### config.mk
export PLATFORM = sky130hd
export DESIGN_NAME = rtc_alarm_cmp
export DESIGN_NICKNAME = d
export VERILOG_FILES = /design/src/rtl/rtcal_pkg.sv /design/src/rtl/rtcal_field_dec.sv /design/src/rtl/rtcal_match.sv /design/src/rtl/rtc_alarm_cmp.sv
export SDC_FILE = /design/constraint.sdc
export NUM_CORES = 1
export LEC_CHECK = 0
export ABC_AREA = 0
export BUFFER_PORTS_ARGS = -buffer_cell sky130_fd_sc_hd__buf_4
export CAP_MARGIN = 20
export CORE_MARGIN = 3
export CORE_UTILIZATION = 51
export CTS_CLUSTER_DIAMETER = 30
export CTS_CLUSTER_SIZE = 10
export DETAILED_ROUTE_END_ITERATION = 6
export GPL_TIMING_DRIVEN = 0
export PLACE_DENSITY = 0.74
export SKIP_CTS_REPAIR_TIMING = 1
export SLEW_MARGIN = 0
export SYNTH_ARGS = -nofsm -noshare
export SYNTH_HDL_FRONTEND = slang
export SYNTH_SLANG_ARGS = --single-unit
### constraint.sdc
create_clock -name clk -period 5.1 [get_ports clk]
set_input_delay 0.51 -clock clk [delete_from_list [all_inputs] [get_ports clk]]
set_output_delay 0.51 -clock clk [all_outputs]
set_load 0.005 [all_outputs]
### src/rtl/rtcal_pkg.sv
// Package: shared constants and the decoded-field type for the alarm comparator.
// Assumes three time fields ordered seconds, minutes, hours.
package rtcal_pkg;
    localparam int BYTE_W   = 8;
    localparam int VAL_W    = 8;
    localparam int N_FIELDS = 3;
    localparam int HOUR_IDX = 2;

    typedef struct packed {
        logic             wild;   // byte carried the all-ones top-bits marker
        logic [VAL_W-1:0] val;    // normalised numeric value
    } fld_t;
endpackage

### src/rtl/rtcal_field_dec.sv
// Module: rtcal_field_dec
// Turns one raw time byte into a normalised value plus a wildcard marker.
// Assumes: bin_mode selects binary versus BCD; twelve_hr is asserted only for
// hour bytes in 12-hour form, where bit 7 is the PM marker.
module rtcal_field_dec
    import rtcal_pkg::*;
(
    input  logic [BYTE_W-1:0] raw,
    input  logic              bin_mode,
    input  logic              twelve_hr,
    output fld_t              fld
);
    logic [BYTE_W-1:0] body;
    logic [VAL_W-1:0]  num;
    logic [VAL_W-1:0]  hr_mod;

    // Strip the PM marker when the byte is a 12-hour hour.
    always_comb body = twelve_hr ? {1'b0, raw[BYTE_W-2:0]} : raw;

    // Convert BCD or binary to a plain number.
    always_comb begin
        if (bin_mode)
            num = body;
        else
            num = ({4'd0, body[7:4]} * 8'd10) + {4'd0, body[3:0]};
    end

    // Map 12-hour values into 0..23: modulo 12, then add 12 for PM.
    always_comb hr_mod = num % 8'd12;

    // Assemble the decoded field.
    always_comb begin
        fld.wild = &raw[BYTE_W-1:BYTE_W-2];
        fld.val  = twelve_hr ? (hr_mod + (raw[BYTE_W-1] ? 8'd12 : 8'd0)) : num;
    end
endmodule

### src/rtl/rtcal_match.sv
// Module: rtcal_match
// Reduces per-field comparisons into one match flag.
// Assumes a wildcard alarm field always matches; an invalid (wildcard-marked)
// current field matches only a wildcard alarm field.
module rtcal_match
    import rtcal_pkg::*;
(
    input  fld_t alm [N_FIELDS],
    input  fld_t cur [N_FIELDS],
    output logic all_match
);
    logic [N_FIELDS-1:0] fld_ok;

    for (genvar g = 0; g < N_FIELDS; g++) begin : g_cmp
        // One field agrees when wildcarded or when both valid values are equal.
        always_comb fld_ok[g] = alm[g].wild ||
                                (!cur[g].wild && (alm[g].val == cur[g].val));
    end

    // All fields must agree.
    always_comb all_match = &fld_ok;
endmodule

### src/rtl/rtc_alarm_cmp.sv
// Module: rtc_alarm_cmp (top)
// Compares the alarm bytes with the just-updated time bytes on each update
// strobe and emits a one-cycle match pulse on the following cycle.
// Assumes the current-time bytes are already updated in the strobe cycle and
// that no update is evaluated while set_hold is asserted.
module rtc_alarm_cmp
    import rtcal_pkg::*;
(
    input  logic              clk,
    input  logic              rst_n,
    input  logic              upd_pulse,
    input  logic              set_hold,
    input  logic              bin_mode,
    input  logic              hr24_mode,
    input  logic [BYTE_W-1:0] alm_sec,
    input  logic [BYTE_W-1:0] alm_min,
    input  logic [BYTE_W-1:0] alm_hr,
    input  logic [BYTE_W-1:0] cur_sec,
    input  logic [BYTE_W-1:0] cur_min,
    input  logic [BYTE_W-1:0] cur_hr,
    output logic              alarm_hit
);
    logic [BYTE_W-1:0] alm_raw [N_FIELDS];
    logic [BYTE_W-1:0] cur_raw [N_FIELDS];
    fld_t              alm_fld [N_FIELDS];
    fld_t              cur_fld [N_FIELDS];
    logic              fields_match;

    // Gather the bytes into field-indexed arrays (seconds, minutes, hours).
    always_comb begin
        alm_raw[0] = alm_sec;
        alm_raw[1] = alm_min;
        alm_raw[2] = alm_hr;
        cur_raw[0] = cur_sec;
        cur_raw[1] = cur_min;
        cur_raw[2] = cur_hr;
    end

    for (genvar g = 0; g < N_FIELDS; g++) begin : g_fld
        logic twelve;
        if (g == HOUR_IDX) begin : g_hour
            // Hour fields use the 12-hour rule when 24-hour form is off.
            always_comb twelve = !hr24_mode;
        end else begin : g_plain
            // Seconds and minutes never carry a PM marker.
            always_comb twelve = 1'b0;
        end

        rtcal_field_dec u_alm_dec (
            .raw      (alm_raw[g]),
            .bin_mode (bin_mode),
            .twelve_hr(twelve),
            .fld      (alm_fld[g])
        );

        rtcal_field_dec u_cur_dec (
            .raw      (cur_raw[g]),
            .bin_mode (bin_mode),
            .twelve_hr(twelve),
            .fld      (cur_fld[g])
        );
    end

    rtcal_match u_match (
        .alm      (alm_fld),
        .cur      (cur_fld),
        .all_match(fields_match)
    );

    // Register the qualified match into a one-cycle pulse.
    always_ff @(posedge clk) begin
        if (!rst_n)
            alarm_hit <= 1'b0;
        else
            alarm_hit <= upd_pulse && !set_hold && fields_match;
    end
endmodule

# Word-level counts from Yosys, hierarchy flattened
# Index checks and enable logic that the tools add are counted.
[totals]
reg_bits = 1
in_bits = 54
out_inout_bits = 1
elab_cells = 51
[classes]
mux = 12
n_reduce_logical = 19
div = 2
mul = 6
addsub = 8
n_eq_ne = 3
[ops]
columns = ["operator", "count"]
rows = [
  ["$mux W8", 10],
  ["$add A8 B4 Y8", 6],
  ["$mul A4 B3 Y7 const B", 6],
  ["$eq A8 B8 Y1", 3],
  ["$add A8 B8 Y8", 2],
  ["$mod A8 B4 Y8 const B", 2],
  ["$reduce_and A2 Y1", 6],
  ["$mux W4", 2],
  ["$logic_and A1 B1 Y1", 5],
  ["$logic_not A1 Y1", 4],
  ["$logic_or A1 B1 Y1", 3],
  ["$reduce_and A3 Y1", 1],
]

# Longest topological paths before layout
[depth]
word_depth = 12
ltp_mapped = 21
mapped_depth_nobuf = 20

# Cells and area by module
# From an unflattened synthesis, not the netlist that was laid out.
[hier_totals]
cells_unflattened = 715
area_unflattened_um2 = 5635.4
[modules_own_cells]
columns = ["module", "cells_per_inst", "area_per_inst_um2", "instances", "seq_area_each_um2"]
rows = [
  ["rtcal_field_dec (g_fld[0].u_alm_dec ...)", 115, 904.6, 4, 0.0],
  ["rtcal_field_dec (g_fld[2].u_cur_dec)", 115, 899.6, 1, 0.0],
  ["rtcal_field_dec (g_fld[2].u_alm_dec)", 99, 800.8, 1, 0.0],
  ["rtcal_match", 37, 279.0, 1, 0.0],
  ["rtc_alarm_cmp", 4, 37.5, 1, 20.0],
]

# Least setup slack after synthesis
# No wires, ideal clock.
[synth_timing]
path_kind = "input port to flip-flop"
startpoint = "input port hr24_mode"
endpoint = "register alarm_hit"
slack_ns = 0.656
setup_time_ns = 0.061
path_stages = 20
required_time_ns = 5.039
path_buffers = 0
arrival_time_ns = 4.383
path_cell_list = "nand2_1 xnor2_1 ha_1 inv_1 fa_1 and2b_1 nor3b_1 xor2_1 mux2_2 xnor2_1 a211o_1 o211ai_1 nand4b_1 ha_1 fa_1 xor2_1 nor4_1 nand2_1 a311oi_1 and4_1"
[synth_via]
elab_chain_len = 12
elab_cells_between_ends = 19
cone_classes = "add/sub: 4; mul: 2; div: 2; eq/ne: 1; mux: 6; reduce/logical: 4"
[synth_rtl]
columns = ["element", "line", "text"]
rows = [
  ["start: declaration", "rtc_alarm_cmp.sv:14", "input logic hr24_mode,"],
  ["$mux W8", "rtcal_field_dec.sv:18", "always_comb body = twelve_hr ? {1'b0, raw[BYTE_W-2:0]} : raw;"],
  ["$mul A4 B3 Y7", "rtcal_field_dec.sv:25", "num = ({4'd0, body[7:4]} * 8'd10) + {4'd0, body[3:0]};"],
  ["$add A8 B4 Y8", "rtcal_field_dec.sv:25", ""],
  ["$mux W8", "rtcal_field_dec.sv:22", "if (bin_mode)"],
  ["$mod A8 B4 Y8", "rtcal_field_dec.sv:29", "always_comb hr_mod = num % 8'd12;"],
  ["$add A8 B8 Y8", "rtcal_field_dec.sv:34", "fld.val = twelve_hr ? (hr_mod + (raw[BYTE_W-1] ? 8'd12 : 8'd0)) : num;"],
  ["$mux W8", "rtcal_field_dec.sv:34", ""],
  ["$eq A8 B8 Y1 *", "rtcal_match.sv:17", "(!cur[g].wild && (alm[g].val == cur[g].val));"],
  ["$logic_and A1 B1 Y1 *", "rtcal_match.sv:17", ""],
  ["$logic_or A1 B1 Y1 *", "rtcal_match.sv:16", "always_comb fld_ok[g] = alm[g].wild ||"],
  ["$reduce_and A3 Y1 *", "rtcal_match.sv:21", "always_comb all_match = &fld_ok;"],
  ["$logic_and A1 B1 Y1 *", "rtc_alarm_cmp.sv:75", "alarm_hit <= upd_pulse && !set_hold && fields_match;"],
  ["end signal: assignment", "rtc_alarm_cmp.sv:75", ""],
  ["end: declaration", "rtc_alarm_cmp.sv:21", "output logic alarm_hit"],
]
# Every way passes the cells marked *; elsewhere a longest branch is shown, timed or not.
# A chain may end at the register's enable or synchronous reset.

# Worst setup path after layout
# Ends and elaborated chain as after synthesis.

==> parameters.txt <==
Parameter                              Value

STA
  Share of the clock period used by the worst path after layout ... 97.3%
  Slew at the pin with the worst max-slew slack ... 0.742 ns
  Final-layout setup total negative slack ... 0 ns
  Final Hold Vio Count ... 0
  Final Slew Violations ... 0
  Setup WS post-layout ... 0.138 ns
  Number of endpoints failing setup at the final stage ... 0
  Headroom to the max-slew limit ... 49.1%
  Clock period minus worst slack ... 4.96 ns
  Fin Hold WS ... 0.821 ns
  Max Fclk ... 0.202 GHz
  Unrepaired setup endpoints after global routing ... true

Place
  Final HPWL DP ... 6.37 mm
  Place WS ... -0.107 ns
  Count of buffers from port buffering ... 53
  Routability Congestion ... 0.922
  Post-place instance area ... 3460 um2
  Number of instances in the placed design ... 502

Finish
  Reg with most FFs ... alarm_hit
  Biggest regs ... alarm_hit x1
  Fraction of final layout cells sized beyond drive strength 1 ... 22.9%
  Final non-filler cell area ... 3640 um2
  Filler-free cell count of the finished design ... 505
  Flip-flop count of the largest register after layout ... 1
  Number of nets in the layout ... 545
  Area growth, synth to finish ... 22.7%
  Diode insertion count for antenna repair ... 0
  Utilization after layout ... 65.3%

Worst setup path
  Gate family responsible for the most delay along the worst path ... adder cells
  Worst EP arrival ... 4.90 ns
  Critical Path, Cell by Cell ... buf_4, nand2_4, xnor2_2, ha_2, inv_1, fa_1, and2b_2, nor3b_4, xor2_2, mux2_4, xnor2_2, a211o_1, o211ai_1, nand4b_1, ha_2, fa_1, xor2_1, nor4_1, nand2_1, a311oi_2, and4_1
  Crit path largest cell delay ... 0.49 ns
  WP data required ... 5.04 ns
  Max Fanout on Critical Path ... 6
  Type of origin of the critical path ... input pin
  Sort of element at the end of the critical path ... flip-flop
  Critical setup path kind ... input pin to flip-flop
  Library cell contributing the largest single delay on the critical path ... sky130_fd_sc_hd__fa_1
  Buffers and inverters on the worst path ... 2
  First element of the critical path ... hr24_mode

Route
  TritonRoute pass-1 iters ... 5
  Vias per cell ... 5.78
  Detailed-route wire length per cell ... 14.9 um
  Initial DRC Count ... 210
  Remaining antenna violation count after routing ... 0
  Remaining routing DRC violations ... 0
  Total Wirelength ... 7.51 mm
  Total via count in the routed design ... 2920

GRT
  Global route total overflow ... 0
  Number of global-route vias before repair ... 2788
  Wire length of the first global-routing pass ... 12.2 mm
  Global Route Usage Sum ... 22.2%
  Initial antenna violation count ... 0
  Largest net degree at the start of global routing ... 11

Floorplan
  IO Pins ... 55
  Starting utilization of the core area ... 53.2%
  Chip width ... 82.3 um
  CORE AREA ... 5570 um2
  Site row count ... 27
  Y dimension of the die ... 82.3 um
  Die Footprint ... 6770 um2

Power
  Portion of total power attributed to combinational logic ... 98.5%
  Switching part of the total ... 52.0%
  Power Density ... 150 nW/um2
  Worst-case vdd ir drop ... 72.3 uV
  Pleak ... 1.63 nW
  Clock share of power ... 0%
  Net switching component of the power ... 284 uW
  Design internal power ... 262 uW
  Overall power ... 546 uW
  Power share of the sequential group ... 1.5%

Hold path
  Min-Delay Path Depth ... 3
  Worst hold path type ... input pin to flip-flop
  Hold wc startpoint ... set_hold
  Terminating pin of the worst hold path ... alarm_hit

Logic synthesis
  Post-synthesis cell type count ... 64
  Area share of the largest cell type after synthesis ... 17.7%
  Library cell with the largest summed area after synthesis ... sky130_fd_sc_hd__ha_1
  Number of warnings reported in the yosys synthesis log ... 0
  Async S/R FF share, synth ... 0%
  Post-synthesis instance total ... 377
  Combined area of all synthesized cells ... 2970 um2
  Synthesized netlist net count ... 487
  Fraction of the yosys area taken by sequential cells ... 0.675%
  Most used DFF post-synth ... sky130_fd_sc_hd__dfxtp_1
  Dominant cells by area after synthesis ... sky130_fd_sc_hd__ha_1 (18%), sky130_fd_sc_hd__xnor2_1 (13%), sky130_fd_sc_hd__fa_1 (9.4%), sky130_fd_sc_hd__xor2_1 (7.1%), sky130_fd_sc_hd__nand2_1 (4.6%)
  Most common cell in the synthesized netlist ... sky130_fd_sc_hd__xnor2_1
  Flip-flop and latch count after synthesis ... 1
  Most numerous cell types in the synthesized netlist ... sky130_fd_sc_hd__xnor2_1 (43), sky130_fd_sc_hd__ha_1 (42), sky130_fd_sc_hd__nand2_1 (36), sky130_fd_sc_hd__xor2_1 (24), sky130_fd_sc_hd__inv_1 (23)
  Number of synthesized flops with an enable pin ... 0
  Post-Synthesis Mean Instance Area ... 7.87 um2

Run
  # Max-Cap Violations ... 0

Clock tree
  Clock transition at path regs ... 0 ns

Outcome
  Status ... finished, final reports clean
==> power by group through the flow <==
stage	sequential, mW	combinational, mW	clock [mW]
5_1_grt	0.00801	0.596	0
2_1_floorplan	0.00801	0.379	0
3_3_place_gp	0.00801	0.490	0
3_5_place_dp	0.00801	0.503	0
6_report	0.00801	0.538	0
4_1_cts	0.00801	0.505	0
==> worst max path at each step <==
stage | end | slack [ns] | depth (start not counted)
3_5_place_dp | alarm_hit | -0.11 | 21
6_report | alarm_hit | 0.14 | 21
5_1_grt | alarm_hit | -0.09 | 21
3_3_place_gp | alarm_hit | -0.0009 | 21
4_1_cts | alarm_hit | -0.12 | 21
2_1_floorplan | alarm_hit | 0.66 | 20
==> tightest hold or removal path: cells and delay by family <==
| family | cells | cell delay [ns] |
|---|---|---|
| compound gates | 1 | 0.04 |
| buf+inv | 1 | 0.08 |
| simple gates | 1 | 0.13 |
==> cells in the final DEF, fill, tap and decap left out, drive strengths merged, types with 4 or more instances in the layout <==
| cell type | n |
|---|---|
| buf | 62 |
| a21oi | 15 |
| nand2 | 36 |
| mux2i | 7 |
| nand4 | 4 |
| ha | 42 |
| clkbuf | 4 |
| o211ai | 10 |
| xor2 | 24 |
| o21ai | 13 |
| nor3 | 7 |
| a31oi | 4 |
| nor4 | 4 |
| a211oi | 4 |
| nand3 | 12 |
| nor2b | 12 |
| fa | 14 |
| inv | 23 |
| xnor2 | 43 |
| a211o | 6 |
| nor2 | 17 |
| mux2 | 5 |
| a21o | 8 |
==> kinds of logic (layout without fill, tap and decap cells) <==
| logic type | Yosys count | in the layout | share of synthesized area, % |
|---|---|---|---|
| AO/OA/AOI/OAI | 93 | 93 | 22.9 |
| XOR/XNOR | 67 | 67 | 19.8 |
| adder cells (fa/ha/maj) | 56 | 56 | 27.1 |
| buffers and inverters | 33 | 89 | 4.89 |
| flip-flops | 1 | 1 | 0.675 |
| multiplexers | 12 | 12 | 4.51 |
| AND/OR/NAND/NOR | 115 | 115 | 20.2 |
==> per-layer routing <==
metal / track usage (%) / part of all wire [%] / vias to the layer above
met5: 0 / 0 / -
met4: 2.66 / 0.68 / 0
met3: 1.41 / 4.2 / 6
met2: 42.1 / 51 / 60
met1: 27.9 / 44 / 1362
li1: - / - / 1492
==> area by class of cell <==
cell class,count,area (um2)
buffer,10,70.1
fill,501,1930
sequential,1,20.0
timing repair buffer,56,424
inverter,23,86.3
tap,72,90.1
multi-input combinational,343,2950
Power figures use the tool's default switching activity.
